[src/rtl/tri_port_pio_pkg.sv]
package tri_port_pio_pkg;
  localparam int PORT_W = 8;
  localparam int HALF_W = PORT_W / 2;
  localparam int SEL_W  = $clog2(PORT_W);

  // bit positions inside a direction word
  localparam int FMT_BIT   = 7;
  localparam int DIR_A_BIT = 4;
  localparam int DIR_CU_BIT = 3;
  localparam int DIR_B_BIT = 1;
  localparam int DIR_CL_BIT = 0;

  // command readback after reset: every port an input
  localparam logic [PORT_W-1:0] MODE_RST = 8'h9B;

  typedef enum logic [1:0] {
    SEL_A    = 2'd0,
    SEL_B    = 2'd1,
    SEL_C    = 2'd2,
    SEL_CTRL = 2'd3
  } reg_sel_e;

  typedef struct packed {
    logic     wrA;
    logic     wrB;
    logic     wrC;
    logic     wrMode;
    logic     wrBit;
    logic     rdEn;
    reg_sel_e rdSel;
  } strobe_t;
endpackage

[src/rtl/tri_port_pio_ctrl.sv]
module tri_port_pio_ctrl
  import tri_port_pio_pkg::*;
(
  input  logic              clk,
  input  logic              rst,
  input  logic              csN,
  input  logic              rdN,
  input  logic              wrN,
  input  logic [1:0]        addr,
  input  logic [PORT_W-1:0] dataIn,
  output strobe_t           strb
);
  logic wrActive;
  logic rdActive;
  reg_sel_e sel;

  assign sel      = reg_sel_e'(addr);
  assign wrActive = !csN && !wrN;
  assign rdActive = !csN && !rdN && wrN;

  always_comb begin
    strb        = '0;
    strb.rdEn   = rdActive;
    strb.rdSel  = sel;
    if (wrActive) begin
      unique case (sel)
        SEL_A:    strb.wrA = 1'b1;
        SEL_B:    strb.wrB = 1'b1;
        SEL_C:    strb.wrC = 1'b1;
        SEL_CTRL: begin
          strb.wrMode = dataIn[FMT_BIT];
          strb.wrBit  = !dataIn[FMT_BIT];
        end
        default: ;
      endcase
    end
  end

  // at most one write target per cycle
  assert_one_target_R2: assert property (@(posedge clk) disable iff (rst)
    $onehot0({strb.wrA, strb.wrB, strb.wrC, strb.wrMode, strb.wrBit}));

  // a deselected block neither writes nor reads
  assert_cs_gate_R3: assert property (@(posedge clk) disable iff (rst)
    csN |-> !(strb.rdEn || strb.wrA || strb.wrB || strb.wrC || strb.wrMode || strb.wrBit));
endmodule

[src/rtl/tri_port_pio_dp.sv]
module tri_port_pio_dp
  import tri_port_pio_pkg::*;
(
  input  logic              clk,
  input  logic              rst,
  input  strobe_t           strb,
  input  logic [PORT_W-1:0] dataIn,
  input  logic [PORT_W-1:0] paIn,
  input  logic [PORT_W-1:0] pbIn,
  input  logic [PORT_W-1:0] pcIn,
  output logic [PORT_W-1:0] paOut,
  output logic [PORT_W-1:0] pbOut,
  output logic [PORT_W-1:0] pcOut,
  output logic [PORT_W-1:0] paOe,
  output logic [PORT_W-1:0] pbOe,
  output logic [PORT_W-1:0] pcOe,
  output logic [PORT_W-1:0] rdData
);
  logic [PORT_W-1:0] latA, latB, latC, modeReg;
  logic [SEL_W-1:0]  bitSel;
  logic              dirA, dirB;
  logic [1:0]        dirC;      // [1] upper nibble, [0] lower nibble
  logic [PORT_W-1:0] rdC;
  logic              anyWr;

  assign bitSel = dataIn[SEL_W:1];
  assign dirA   = modeReg[DIR_A_BIT];
  assign dirB   = modeReg[DIR_B_BIT];
  assign dirC   = {modeReg[DIR_CU_BIT], modeReg[DIR_CL_BIT]};
  assign anyWr  = strb.wrA || strb.wrB || strb.wrC || strb.wrMode || strb.wrBit;

  always_ff @(posedge clk) begin
    if (rst) begin
      modeReg <= MODE_RST;
      latA    <= '0;
      latB    <= '0;
      latC    <= '0;
    end else begin
      if (strb.wrMode) begin
        modeReg <= dataIn;
        latA    <= '0;
        latB    <= '0;
        latC    <= '0;
      end
      if (strb.wrA) latA <= dataIn;
      if (strb.wrB) latB <= dataIn;
      if (strb.wrC) latC <= dataIn;
      if (strb.wrBit) begin
        for (int i = 0; i < PORT_W; i++) begin
          if (bitSel == SEL_W'(i)) latC[i] <= dataIn[0];
        end
      end
    end
  end

  assign paOut = latA;
  assign pbOut = latB;
  assign pcOut = latC;
  assign paOe  = {PORT_W{!dirA}};
  assign pbOe  = {PORT_W{!dirB}};

  // port C: each nibble resolves direction and readback on its own
  for (genvar h = 0; h < 2; h++) begin : g_cHalf
    assign pcOe[h*HALF_W +: HALF_W] = {HALF_W{!dirC[h]}};
    assign rdC[h*HALF_W +: HALF_W]  = dirC[h] ? pcIn[h*HALF_W +: HALF_W]
                                              : latC[h*HALF_W +: HALF_W];
  end

  always_comb begin
    unique case (strb.rdSel)
      SEL_A:    rdData = dirA ? paIn : latA;
      SEL_B:    rdData = dirB ? pbIn : latB;
      SEL_C:    rdData = rdC;
      SEL_CTRL: rdData = modeReg;
      default:  rdData = '0;
    endcase
  end

  // reset leaves every port listening
  assert_reset_state_R1: assert property (@(posedge clk)
    rst |=> (modeReg == MODE_RST && latA == '0 && latB == '0 && latC == '0));

  // a direction word empties all latches
  assert_mode_clears_R5: assert property (@(posedge clk) disable iff (rst)
    strb.wrMode |=> (latA == '0 && latB == '0 && latC == '0));

  // bit command keeps the direction word and lands on the chosen bit
  assert_bit_keeps_mode_R6: assert property (@(posedge clk) disable iff (rst)
    strb.wrBit |=> $stable(modeReg));
  assert_bit_target_R6: assert property (@(posedge clk) disable iff (rst)
    strb.wrBit |=> (latC[$past(bitSel)] == $past(dataIn[0])));

  // without a write strobe nothing stored may move
  assert_idle_hold_R3: assert property (@(posedge clk) disable iff (rst)
    !anyWr |=> ($stable(latA) && $stable(latB) && $stable(latC) && $stable(modeReg)));
endmodule

[src/rtl/tri_port_pio.sv]
module tri_port_pio
  import tri_port_pio_pkg::*;
(
  input  logic       clk,
  input  logic       rst,
  input  logic       csN,
  input  logic       rdN,
  input  logic       wrN,
  input  logic [1:0] addr,
  input  logic [7:0] dataIn,
  output logic [7:0] dataOut,
  output logic       dataOe,
  output logic [7:0] paOut,
  output logic [7:0] paOe,
  input  logic [7:0] paIn,
  output logic [7:0] pbOut,
  output logic [7:0] pbOe,
  input  logic [7:0] pbIn,
  output logic [7:0] pcOut,
  output logic [7:0] pcOe,
  input  logic [7:0] pcIn
);
  strobe_t strb;

  tri_port_pio_ctrl u_ctrl (
    .clk(clk), .rst(rst), .csN(csN), .rdN(rdN), .wrN(wrN),
    .addr(addr), .dataIn(dataIn), .strb(strb)
  );

  tri_port_pio_dp u_dp (
    .clk(clk), .rst(rst), .strb(strb), .dataIn(dataIn),
    .paIn(paIn), .pbIn(pbIn), .pcIn(pcIn),
    .paOut(paOut), .pbOut(pbOut), .pcOut(pcOut),
    .paOe(paOe), .pbOe(pbOe), .pcOe(pcOe),
    .rdData(dataOut)
  );

  assign dataOe = strb.rdEn;
endmodule

[config.mk]
export PLATFORM = sky130hd
export DESIGN_NAME = tri_port_pio
export DESIGN_NICKNAME = d
export VERILOG_FILES = /design/src/rtl/tri_port_pio_pkg.sv /design/src/rtl/tri_port_pio_ctrl.sv /design/src/rtl/tri_port_pio_dp.sv /design/src/rtl/tri_port_pio.sv
export SDC_FILE = /design/constraint.sdc
export NUM_CORES = 1
export LEC_CHECK = 0
export BUFFER_PORTS_ARGS = -buffer_cell sky130_fd_sc_hd__buf_2
export CORE_MARGIN = 8
export CORE_UTILIZATION = 27
export CTS_CLUSTER_DIAMETER = 150
export DETAILED_ROUTE_END_ITERATION = 6
export HOLD_SLACK_MARGIN = 0.12
export PLACE_DENSITY = 0.48
export SETUP_SLACK_MARGIN = 0.5
export SYNTH_ARGS = -nofsm -noshare
export SYNTH_HDL_FRONTEND = slang
export SYNTH_HIERARCHICAL = 1
export SYNTH_SLANG_ARGS = --single-unit
[constraint.sdc]
create_clock -name clk -period 1.96 [get_ports clk]
set_clock_uncertainty 0.2 [all_clocks]
set_input_delay 0.392 -clock clk [delete_from_list [all_inputs] [get_ports clk]]
set_output_delay 0.392 -clock clk [all_outputs]
set_load 0.01 [all_outputs]
==> flow_summary.yaml <==
run_status:
  status: "complete, but fails checks"
  violations: "negative setup slack"
critical_path:
  slowest_stage: "dfxtp_4"
  cp_max_fo: 6
  reg2reg_to: "u_dp/modeReg[4]"
  cp_cell_sequence: "buf_12, mux2_4, o22ai_4, a31oi_1, buf_2"
  end_kind: "output pin"
  crit_arrival_ns: 1.41
  critPathLaunch: "u_dp/modeReg[4]"
  r2r_cells: 6
  crit_path_max_incr_delay_ns: 0.35
  cp-start-kind: "flip-flop"
  critPathCapture: "dataOut[1]"
  critical_path_required_ns: 1.37
  worstReg2RegStart: "u_dp/modeReg[4]"
  rrSetupSlack_ns: 0.62
  worstSetupPathType: "reg2out"
timing:
  setup_slack_ns: -0.0461
  drv_slew: 0
  max_freq_mhz: 498
  setup_viol: 8
  hold_viol: 0
  finalSetupTns_ns: -0.180
  period_share_pct: 102
  worst_slew_pin_slew_ns: 0.325
  slew_headroom_pct: 78.3
  whs_ns: 0.172
  rsz0062_at_grt: "true"
  min_period_ns: 2.01
clocking:
  cts_sinks: 32
  clkTransAtPathRegs_ns: 0.06
  clk_path_buf_depth: 2
  clk_latency_ns: 0.27
  tritoncts: "yes"
  numCtsBuffers: 5
  cts.htree.levels: 2
  clock-root-buffer: "clkbuf_8"
pwr:
  p_int_w: 0.00114
  seqPwrFrac_pct: 42.7
  combPwrFrac_pct: 24.7
  p_sw_share_pct: 27.8
  p_leak_nw: 1.60
  powerDensity_nw_per_um2: 476
  p_switching_w: 0.000439
  clkPwrFrac_pct: 32.6
  peakVddDrop_mv: 0.265
worst_hold_path:
  hold_path_depth: 3
  hold_class: "in2reg"
yosys:
  netlist_instances: 240
  syn_nets: 279
  netlist_area_um2: 2030
  synth_seq_cells: 32
  yosysWarnings: 6
  avgSynthCellArea_um2: 8.45
  synth_cell_types: 33
  ys_seq_area_share_pct: 31.6
floorplan:
  initial_core_util_pct: 27.9
  ios: 96
  die_area_um2: 10500
  die_x_um: 103
  die_h_um: 103
  core_area_um2: 7250
  rows: 31
grt:
  track_usage_pct: 14.2
  grt_first_pass_wirelength_um: 11600
  antenna_found_initial: 0
  grt_max_degree: 29
  grt_pass1_vias: 2074
  grt_overflow: 0
placement:
  io_buffer_count: 95
  dp_hpwl_um: 5580
  placed_area_um2: 2640
  gp_congestion: 0.785
route:
  drc: 0
  vias: 2097
  wl_per_cell_um: 18.3
  drt-initial-drc-count: 98
  wl_um: 7910
  dr.pass1.iters: 4
  vias_per_cell: 4.85
  final_antenna_net_count: 0
finish:
  drive_gt1_share_pct: 61.9
  num-fill-cells: 742
  multi_input_area_um2: 1430
  finalInstanceArea_um2: 3320
  area_growth_pct: 64.0
  regArea_um2: 658
  diodes: 0
  nNetsFinal: 371
run:
  cap_violations: 0
## layer usage
| layer | track usage, % | routed length [um] |
|---|---|---|
| met1 | 17.0 | 3300 |
| met5 | 0 | 0 |
| met4 | 3.72 | 97 |
| met2 | 24.5 | 3980 |
| met3 | 3.51 | 536 |
## repair_timing
item / in CTS / in global routing
setup buffers: 2 / 11
setup endpoints to repair: 48 / 47
hold buffers: 0 / 0
pin swaps: 5 / 29
resized for setup: 66 / 48
cloned: 2 / 2
## cell usage after synthesis, drive strengths merged
cell	n	area, um2
buf	35	240
dfxtp	32	641
nor2	22	85.1
a21oi	21	105
mux2i	20	200
nor3b	18	135
nand2	10	37.5
o21ai	10	50.1
clkbuf	8	30.0
inv	8	30.0
o22ai	8	50.1
mux2	7	78.8
a211oi	5	37.5
a21o	5	37.5
a221oi	4	35.0
o211ai	4	30.0
and4bb	3	37.5
nor4b	3	41.3
a22oi	2	15.0
a31oi	2	12.5
and4b	2	20.0
nand2b	2	12.5
nand3	2	10.0
nand4b	2	17.5
and4	1	8.76
nand4	1	6.26
nor4	1	6.26
or2	1	6.26
or4b	1	10.0
## power groups by stage
stage / registers, W / logic (W) / clock network (W)
after detailed placement: 0.000690 / 0.000309 / 0
after CTS: 0.000675 / 0.000351 / 0.000537
after global placement: 0.000690 / 0.000308 / 0
after global routing: 0.000676 / 0.000421 / 0.000557
after floorplan: 0.000691 / 0.000184 / 0
final: 0.000675 / 0.000390 / 0.000516
## layout make-up
type / count / share of cell area (%)
Inverter: 8 / 1.36
Timing Repair inverter: 1 / 0.188
Clock buffer: 8 / 2.71
Timing Repair Buffer: 127 / 29.2
Multi-Input combinational cell: 157 / 43.0
Sequential cell: 32 / 19.8
Tap cell: 99 / 3.73
## flip-flops by register name, indices dropped and copies added (netlist names)
signal and cells:
u_dp/paOut 8, u_dp/modeReg 8, u_dp/pbOut 8, u_dp/pcOut 8
## placed cells by master (no fill, tap or decap), drive strengths merged
cell type | Yosys | final
nand4b | 2 | 2
o21ai | 10 | 10
nor4 | 1 | 1
mux2 | 7 | 7
buf | 35 | 126
nand4 | 1 | 1
and4b | 2 | 2
nor3b | 18 | 18
or2 | 1 | 1
nand3 | 2 | 2
inv | 8 | 9
a31oi | 2 | 2
and4bb | 3 | 3
a22oi | 2 | 2
a211oi | 5 | 5
and4 | 1 | 1
a21o | 5 | 5
or4b | 1 | 1
o211ai | 4 | 4
o22ai | 8 | 8
a221oi | 4 | 4
nor4b | 3 | 3
nand2 | 10 | 10
dfxtp | 32 | 32
a21oi | 21 | 21
nand2b | 2 | 2
clkbuf | 8 | 9
nor2 | 22 | 22
mux2i | 20 | 20
## cell families (layout without fill, tap and decap cells)
| group | after synthesis | in the layout | share of synthesized area (%) |
|---|---|---|---|
| simple gates | 69 | 69 | 21.4 |
| mux | 27 | 27 | 13.8 |
| flops | 32 | 32 | 31.6 |
| compound gates | 61 | 61 | 18.4 |
| buf+inv | 51 | 144 | 14.8 |
## through the flow
stage | utilization, % | total power (W) | cells | setup WS [ns]
finish | 45.8 | 0.00158 | 432 | -0.0461
global route | 45.8 | 0.00165 | 432 | -0.110
CTS | 41.2 | 0.00156 | 419 | -0.0739
detailed placement | 36.4 | 0.000999 | 407 | 0.0212
global placement | 36.4 | 0.000998 | 407 | 0.0200
floorplan | - | 0.000875 | 240 | 0.258
## how the worst min path moves through the flow
stage,startpoint,endpoint
floorplan,u_dp/modeReg[7],u_dp/modeReg[7]
global route,dataIn[7],u_dp/modeReg[7]
CTS,dataIn[7],u_dp/modeReg[7]
finish,dataIn[7],u_dp/modeReg[7]
global placement,u_dp/modeReg[7],u_dp/modeReg[7]
detailed placement,u_dp/modeReg[7],u_dp/modeReg[7]
## worst max-delay path, delay by kind of cell (launching register included)
family,cells,cell delay (ns)
flops,1,0.35
mux,1,0.30
buf+inv,2,0.28
compound gates,2,0.21
Note: power is estimated with default switching activity, not from simulation.
